<file path="config.mk">
export PLATFORM = sky130hd
export DESIGN_NAME = ddr_word_aligner
export DESIGN_NICKNAME = d
export VERILOG_FILES = /design/src/rtl/dal_pkg.sv /design/src/rtl/dal_ddr_capture.sv /design/src/rtl/dal_frame_timer.sv /design/src/rtl/dal_window.sv /design/src/rtl/dal_slip_search.sv /design/src/rtl/dal_out_stage.sv /design/src/rtl/ddr_word_aligner.sv
export SDC_FILE = /design/constraint.sdc
export NUM_CORES = 1
export LEC_CHECK = 0
export BUFFER_PORTS_ARGS = -buffer_cell sky130_fd_sc_hd__buf_2
export CAP_MARGIN = 20
export CORE_ASPECT_RATIO = 1.4
export CORE_UTILIZATION = 54
export CTS_CLUSTER_DIAMETER = 200
export DETAILED_ROUTE_END_ITERATION = 10
export PLACE_DENSITY = 0.75
export SETUP_SLACK_MARGIN = 0.1
export SLEW_MARGIN = 20
export SYNTH_ARGS = -nofsm -noshare
export SYNTH_HDL_FRONTEND = slang
export SYNTH_HIERARCHICAL = 1
export SYNTH_SLANG_ARGS = --single-unit
export TNS_END_PERCENT = 5
</file>
<file path="constraint.sdc">
create_clock -name clk_bit -period 3.4 [get_ports clk_bit]
set_input_delay 0.34 -clock clk_bit [delete_from_list [all_inputs] [get_ports clk_bit]]
set_output_delay 0.34 -clock clk_bit [all_outputs]
set_load 0.1 [all_outputs]
</file>
<file path="src/rtl/dal_pkg.sv">
package dal_pkg;

  // Alignment status carried from the search unit to the top
  typedef struct packed {
    logic locked;
    logic err;
  } dal_status_t;

  // Frame clock high phases out of a frame of cyc bit clocks
  function automatic int unsigned dal_hi_phases(int unsigned cyc);
    return (cyc + 1) / 2;
  endfunction

endpackage

</file>
<file path="src/rtl/dal_ddr_capture.sv">
module dal_ddr_capture #(
  parameter int unsigned W = 14
) (
  input  logic            clk,
  input  logic            rst_n,
  input  logic            din,
  output logic [2*W-1:0]  hist
);
  localparam int unsigned HW = 2 * W;

  logic rise_q;
  logic fall_q;

  // Falling-edge half of the DDR capture
  always_ff @(negedge clk or negedge rst_n) begin
    if (!rst_n) fall_q <= 1'b0;
    else        fall_q <= din;
  end

  // Rising-edge half, then append the completed pair (rise bit first)
  always_ff @(posedge clk or negedge rst_n) begin
    if (!rst_n) begin
      rise_q <= 1'b0;
      hist   <= '0;
    end else begin
      rise_q <= din;
      hist   <= {hist[HW-3:0], rise_q, fall_q};
    end
  end
endmodule

</file>
<file path="src/rtl/dal_frame_timer.sv">
module dal_frame_timer #(
  parameter int unsigned CYC = 7
) (
  input  logic clk,
  input  logic rst_n,
  output logic strobe,
  output logic frame_clk
);
  localparam int unsigned PW = (CYC > 1) ? $clog2(CYC) : 1;
  localparam logic [PW-1:0] LAST = PW'(CYC - 1);
  localparam logic [PW-1:0] HI   = PW'(dal_pkg::dal_hi_phases(CYC));

  logic [PW-1:0] ph_q;
  logic [PW-1:0] ph_n;

  assign strobe = (ph_q == LAST);
  assign ph_n   = strobe ? '0 : ph_q + 1'b1;

  always_ff @(posedge clk or negedge rst_n) begin
    if (!rst_n) begin
      ph_q      <= '0;
      frame_clk <= 1'b1;
    end else begin
      ph_q      <= ph_n;
      frame_clk <= (ph_n < HI);
    end
  end
endmodule

</file>
<file path="src/rtl/dal_window.sv">
module dal_window #(
  parameter int unsigned     W     = 14,
  parameter logic [W-1:0]    TRAIN = 14'b11111110000000
) (
  input  logic [2*W-1:0]          hist,
  input  logic [$clog2(W)-1:0]    slip,
  output logic [W-1:0]            word,
  output logic                    match
);
  // Larger slip looks further back in time by one bit per step
  always_comb begin
    word  = hist[slip +: W];
    match = (word == TRAIN);
  end
endmodule

</file>
<file path="src/rtl/dal_slip_search.sv">
module dal_slip_search #(
  parameter int unsigned W      = 14,
  parameter int unsigned LOCK_N = 4,
  parameter int unsigned SETTLE = 2
) (
  input  logic                    clk,
  input  logic                    rst_n,
  input  logic                    strobe,
  input  logic                    train_en,
  input  logic                    match,
  output logic [$clog2(W)-1:0]    slip,
  output dal_pkg::dal_status_t    stat,
  output logic                    lock_nxt
);
  localparam int unsigned SLW = $clog2(W);
  localparam int unsigned STW = $clog2(W + 1);
  localparam int unsigned MW  = $clog2(LOCK_N + 1);
  localparam int unsigned WW  = (SETTLE > 0) ? $clog2(SETTLE + 1) : 1;

  localparam logic [SLW-1:0] SLIP_LAST = SLW'(W - 1);
  localparam logic [STW-1:0] STEP_LAST = STW'(W - 1);
  localparam logic [MW-1:0]  M_LAST    = MW'(LOCK_N - 1);
  localparam logic [WW-1:0]  SETTLE_V  = WW'(SETTLE);

  logic [SLW-1:0] slip_q, slip_n;
  logic [STW-1:0] step_q, step_n;
  logic [MW-1:0]  mcnt_q, mcnt_n;
  logic [WW-1:0]  wait_q, wait_n;
  logic           lock_q, lock_n;
  logic           err_q,  err_n;

  always_comb begin
    slip_n = slip_q;
    step_n = step_q;
    mcnt_n = mcnt_q;
    wait_n = wait_q;
    lock_n = lock_q;
    err_n  = err_q;
    if (strobe && train_en) begin
      if (wait_q != '0) begin
        wait_n = wait_q - 1'b1;
      end else if (match) begin
        if (mcnt_q >= M_LAST) begin
          lock_n = 1'b1;
          err_n  = 1'b0;
          step_n = '0;
        end else begin
          mcnt_n = mcnt_q + 1'b1;
        end
      end else begin
        mcnt_n = '0;
        lock_n = 1'b0;
        wait_n = SETTLE_V;
        slip_n = (slip_q == SLIP_LAST) ? '0 : slip_q + 1'b1;
        if (step_q == STEP_LAST) begin
          step_n = '0;
          err_n  = 1'b1;
        end else begin
          step_n = step_q + 1'b1;
        end
      end
    end
  end

  always_ff @(posedge clk or negedge rst_n) begin
    if (!rst_n) begin
      slip_q <= '0;
      step_q <= '0;
      mcnt_q <= '0;
      wait_q <= '0;
      lock_q <= 1'b0;
      err_q  <= 1'b0;
    end else begin
      slip_q <= slip_n;
      step_q <= step_n;
      mcnt_q <= mcnt_n;
      wait_q <= wait_n;
      lock_q <= lock_n;
      err_q  <= err_n;
    end
  end

  assign slip        = slip_q;
  assign stat.locked = lock_q;
  assign stat.err    = err_q;
  assign lock_nxt    = lock_n;
endmodule

</file>
<file path="src/rtl/dal_out_stage.sv">
module dal_out_stage #(
  parameter int unsigned W = 14
) (
  input  logic         clk,
  input  logic         rst_n,
  input  logic         strobe,
  input  logic         lock_nxt,
  input  logic [W-1:0] word,
  input  logic         ready,
  output logic         valid,
  output logic [W-1:0] data
);
  // One slot; a frame boundary overwrites whatever is pending
  always_ff @(posedge clk or negedge rst_n) begin
    if (!rst_n) begin
      valid <= 1'b0;
      data  <= '0;
    end else if (strobe) begin
      valid <= lock_nxt;
      if (lock_nxt) data <= word;
    end else if (valid && ready) begin
      valid <= 1'b0;
    end
  end
endmodule

</file>
<file path="src/rtl/ddr_word_aligner.sv">
module ddr_word_aligner #(
  parameter int unsigned  W      = 14,
  parameter logic [W-1:0] TRAIN  = 14'b11111110000000,
  parameter int unsigned  LOCK_N = 4,
  parameter int unsigned  SETTLE = 2
) (
  input  logic         clk_bit,
  input  logic         rst_n,
  input  logic         ser_in,
  input  logic         train_en,
  output logic         frame_clk,
  output logic [W-1:0] smp_data,
  output logic         smp_valid,
  input  logic         smp_ready,
  output logic         locked,
  output logic         align_err
);
  // W must be even: two bits per bit-clock period
  localparam int unsigned CYC = W / 2;
  localparam int unsigned SLW = $clog2(W);

  logic [2*W-1:0]       hist;
  logic                 strobe;
  logic [SLW-1:0]       slip;
  logic [W-1:0]         word;
  logic                 match;
  logic                 lock_nxt;
  dal_pkg::dal_status_t stat;

  dal_ddr_capture #(.W(W)) u_cap (
    .clk  (clk_bit),
    .rst_n(rst_n),
    .din  (ser_in),
    .hist (hist)
  );

  dal_frame_timer #(.CYC(CYC)) u_tmr (
    .clk      (clk_bit),
    .rst_n    (rst_n),
    .strobe   (strobe),
    .frame_clk(frame_clk)
  );

  dal_window #(.W(W), .TRAIN(TRAIN)) u_win (
    .hist (hist),
    .slip (slip),
    .word (word),
    .match(match)
  );

  dal_slip_search #(.W(W), .LOCK_N(LOCK_N), .SETTLE(SETTLE)) u_srch (
    .clk     (clk_bit),
    .rst_n   (rst_n),
    .strobe  (strobe),
    .train_en(train_en),
    .match   (match),
    .slip    (slip),
    .stat    (stat),
    .lock_nxt(lock_nxt)
  );

  dal_out_stage #(.W(W)) u_out (
    .clk     (clk_bit),
    .rst_n   (rst_n),
    .strobe  (strobe),
    .lock_nxt(lock_nxt),
    .word    (word),
    .ready   (smp_ready),
    .valid   (smp_valid),
    .data    (smp_data)
  );

  assign locked    = stat.locked;
  assign align_err = stat.err;
endmodule

</file>
# Word level (Yosys, flattened, before mapping)
# Cells that the tools add are included.
# totals
regBits,64
elab_cells,59
# classes
n_shift,1
eq_ne,7
reduce_logical,11
addsub,5
muxes,18
magnitude_cmp,2
bitwise,2
# ops
cell,count
28-bit by 5-bit variable part select with 14-bit output,1
4-bit 2-to-1 mux,4
14-bit == test (second input constant),1
1-bit 2-to-1 mux,9
3-bit 2-to-1 mux,3
3-bit AND reduction,3
4-bit by 1-bit adder with 4-bit output (second input constant),2
4-bit == test (second input constant),2
3-bit by 1-bit adder with 3-bit output (second input constant),2
2-bit nonzero test,3
2-bit 2-to-1 mux,2
2-bit by 1-bit inequality test with 1-bit output (second input constant),2
2-bit AND reduction,2
4-bit AND reduction,1
3-bit == test (second input constant),1
3-bit by 2-bit greater-or-equal comparator with 1-bit output (second input constant),1
3-bit less-than comparator (second input constant),1
1-bit logical AND,2
2-bit inequality test (second input constant),1
1-bit NOT,2
2-bit by 1-bit subtractor with 2-bit output (second input constant),1

# Longest topological paths before layout
# logic_depth
ltp_word,6
ltp_mapped,15
depth_no_buf,9

# Hierarchy
# Netlist, hierarchy kept.
# by_module_without_submodules
module,area_each_um2,instances,seq_area_each_um2,cells_per_inst
dal_window,1099.8,1,0.0,105
dal_slip_search,820.8,1,375.4,77
dal_ddr_capture,750.7,1,750.7,30
dal_out_stage,595.6,1,375.4,33
dal_frame_timer,156.4,1,101.3,12

==> flow_summary_export.csv <==
group,metric,value,unit
cts,clkSlewWorstSetupHoldPaths,0.06,ns
logic_synthesis,synth_fa_ha_area_share,1.462,%
routing,vias_per_cell,6.147,
setup_path,arrival,3.37,ns
routing,first_pass_iters,4,
logic_synthesis,synth_ff_type,"dfrtp_1",
setup_path,crit_type,"reg -> reg",
logic_synthesis,syn_area,0.003423,mm2
logic_synthesis,yosysMostFrequentCell,"dfrtp_1",
grt,grt_pass1_vias,2021,
logic_synthesis,synth_top_family_by_area,"multiplexers",
pwr,power.density,873.0,mW/mm2
logic_synthesis,synth_nets,266,
routing,wl_per_cell,17.74,um
cts,cts_tree,"built",
pwr,p_leak,1.698,nW
placement,preCtsSetupSlack,0.08896,ns
cts,postCtsSetupBuffers,0,
floorplan,ios,23,
logic_synthesis,synth_seq_cells,64,
setup_path,r2r_cells,11,
timing,maxSlewHeadroom,49.74,%
logic_synthesis,synth_edf_count,0,
routing,vias,2219,
logic_synthesis,synth_largest_area_cell,"dfrtp_1",
final_layout,area_growth,10.34,%
setup_path,required,3.62,ns
timing,finalClockSkew,0.008639,ns
floorplan,die_area,0.006666,mm2
logic_synthesis,synth_compound_area_share,8.991,%
logic_synthesis,synth_top_cell_area_share,45.32,%
logic_synthesis,ys_warn_count,6,
routing,drt-initial-drc-count,195,
routing,wl,6.405,mm
cts,htree_levels,3,
logic_synthesis,synthArstFlopShare,100.0,%
grt,grt_max_degree,64,
grt,grt_pass1_wl,10.29,mm
hold_path,hold_path_depth,1,
floorplan,fp.coreArea,0.006168,mm2
routing,drc_errors,0,
cts,clock-sinks,64,
final_layout,n_antenna_cell,0,
job,drv_cap,0,
placement,hpwl,4.570,mm
logic_synthesis,muxShareOfSynthArea,28.22,%
final_layout,final_net_count,293,
logic_synthesis,synthCells,257,
routing,antenna_left,0,
floorplan,die_w,69.29,um
setup_path,endpoint_kind,"register",
timing,timing.fmax,317.2,MHz
placement,gp_congestion,0.8560,
grt,antenna_found_initial,0,
placement,portBuffers,22,
logic_synthesis,netlist_top_cells_count,"dfrtp_1 (62), mux2_2 (18), mux2i_1 (16)",
logic_synthesis,synthTopCellsByArea,"dfrtp_1 (45%), mux4_2 (7.9%), mux2_2 (5.9%)",
setup_path,startpoint_type,"register",
hold_path,hold_class,"in -> reg",
logic_synthesis,seq_area_frac_synth,46.82,%
timing,setup_violations,0,
logic_synthesis,synthSimpleGateAreaFrac,9.028,%
timing,finalHoldViolations,0,
logic_synthesis,yosysUniqueCellTypes,59,
pwr,peakVddDrop,0.3802,mV
timing,maxSlewViolCount,0,
final_layout,drive_gt1_share,34.95,%
setup_path,critPathLaunch,"u_srch/slip[3]",
logic_synthesis,syn_area_per_cell,13.32,um2
setup_path,worst_r2r_endpoint,"u_out/data[1]",
setup_path,worstPathMaxFanout,16,
cts,clock_path_buffers,2,
timing,tightest_slew,0.7539,ns
cts,clock_latency,0.33,ns
timing,finalSetupTns,0,ns
timing,post-route-min-period,3.152,ns
timing,rsz0062_at_grt,"false",
cts,cts_root_buf,"clkbuf_8",
status,status,"complete, no violations",
cts,cts_buffers,9,
floorplan,die_y,96.21,um
timing,layout_setup_ws,0.2479,ns
floorplan,initial_core_util,55.50,%
logic_synthesis,synth_xor_area_share,0.2558,%
timing,period_share,92.71,%
pwr,power,3.298,mW
floorplan,rows,34,
grt,overflow,0,
grt,grt_use_total,20.74,%
setup_path,reg2reg_setup_slack,0.25,ns
setup_path,endpoint,"u_out/data[1]",
setup_path,reg2reg_from,"u_srch/slip[3]",
==> area by class of cell <==
cell class | instances | area [um2]
multi-input cells | 168 | 1659
clock inverters | 4 | 20.02
repair buffers | 34 | 231.5
inverters | 7 | 26.28
clock buffers | 12 | 145.1
fillers | 483 | 2391
flip-flops and latches | 64 | 1605
well taps | 72 | 90.09
==> cell usage in the layout (no fill, tap or decap), types with 3 or more instances in the layout <==
cell / count
clkbuf_8: 10
ha_1: 4
mux4_2: 12
buf_2: 22
nand3b_1: 3
mux4_1: 6
a22oi_1: 3
clkinv_2: 4
dfrtp_1: 60
nor2_1: 8
nand3_1: 8
o21ai_0: 9
inv_1: 7
mux2i_1: 15
a21oi_1: 9
mux2_2: 18
buf_4: 8
mux2_4: 10
nand2_1: 15
==> worst max-delay path, cell delays in order, from the launching register on <==
cell,delay (ns)
dfrtp_2,0.43
buf_8,0.18
mux4_2,0.51
or3b_2,0.44
o221ai_1,0.11
and4_1,0.26
o2111a_1,0.21
and4b_1,0.23
nor2_4,0.13
nand2_2,0.07
buf_12,0.17
mux2_4,0.29
==> worst min-delay path by stage <==
stage          slack [ns]            end    startpoint
6_report             0.13   u_cap/rise_q        ser_in
5_1_grt              0.11   u_cap/rise_q        ser_in
4_1_cts              0.12   u_cap/rise_q        ser_in
3_5_place_dp         0.34  u_cap/hist[1]  u_cap/rise_q
3_3_place_gp         0.33  u_cap/hist[1]  u_cap/rise_q
2_1_floorplan        0.04  u_cap/hist[0]         rst_n
==> metrics by stage <==
stage	instance area, um2	cells	utilization (%)	hold WS (ns)
3_5_place_dp	3582	345	58.07	0.3405
3_3_place_gp	3582	345	58.07	0.3330
2_1_floorplan	3436	257	-	0.04441
4_1_cts	3751	361	60.81	0.1162
6_report	3777	361	61.24	0.1316
5_1_grt	3777	361	61.24	0.1115
==> registers in the layout (all words and copies together), names as in the netlist, 2 cells and up <==
signal,count
u_srch/mcnt_q,3
u_out/data,14
u_cap/hist,28
u_srch/wait_q,2
u_tmr/ph_q,3
u_srch/step_q,4
u_srch/slip,4
==> cells by family after synthesis <==
group,Yosys count
AOI/OAI and AO/OA,44
buffers and inverters,25
and+or+nand+nor,56
muxes,63
adders and majority gates,4
xor gates and xnor gates,1
DFF,64
==> repair_timing <==
item                                   CTS  global route
hold buffers                             0             0
gates resized for setup                  1             8
cloned                                   0             0
setup endpoints to repair               11            17
endpoints found under the hold margin    0             0
==> report_power, final <==
group	total (mW)	internal (mW)	switching (mW)	leakage, nW
Clock	0.550	0.280	0.270	0.0899
Sequential	1.08	0.923	0.156	0.758
Combinational	1.67	0.521	1.15	0.850
==> layer usage <==
| metal | GRT usage (%) | share of wire, % |
|---|---|---|
| met5 | 0 | 0 |
| met4 | 9.524 | 2.1 |
| met3 | 5.340 | 4.8 |
| met2 | 34.55 | 52 |
| met1 | 25.48 | 41 |
No activity file was read; power rests on OpenSTA's default activity.
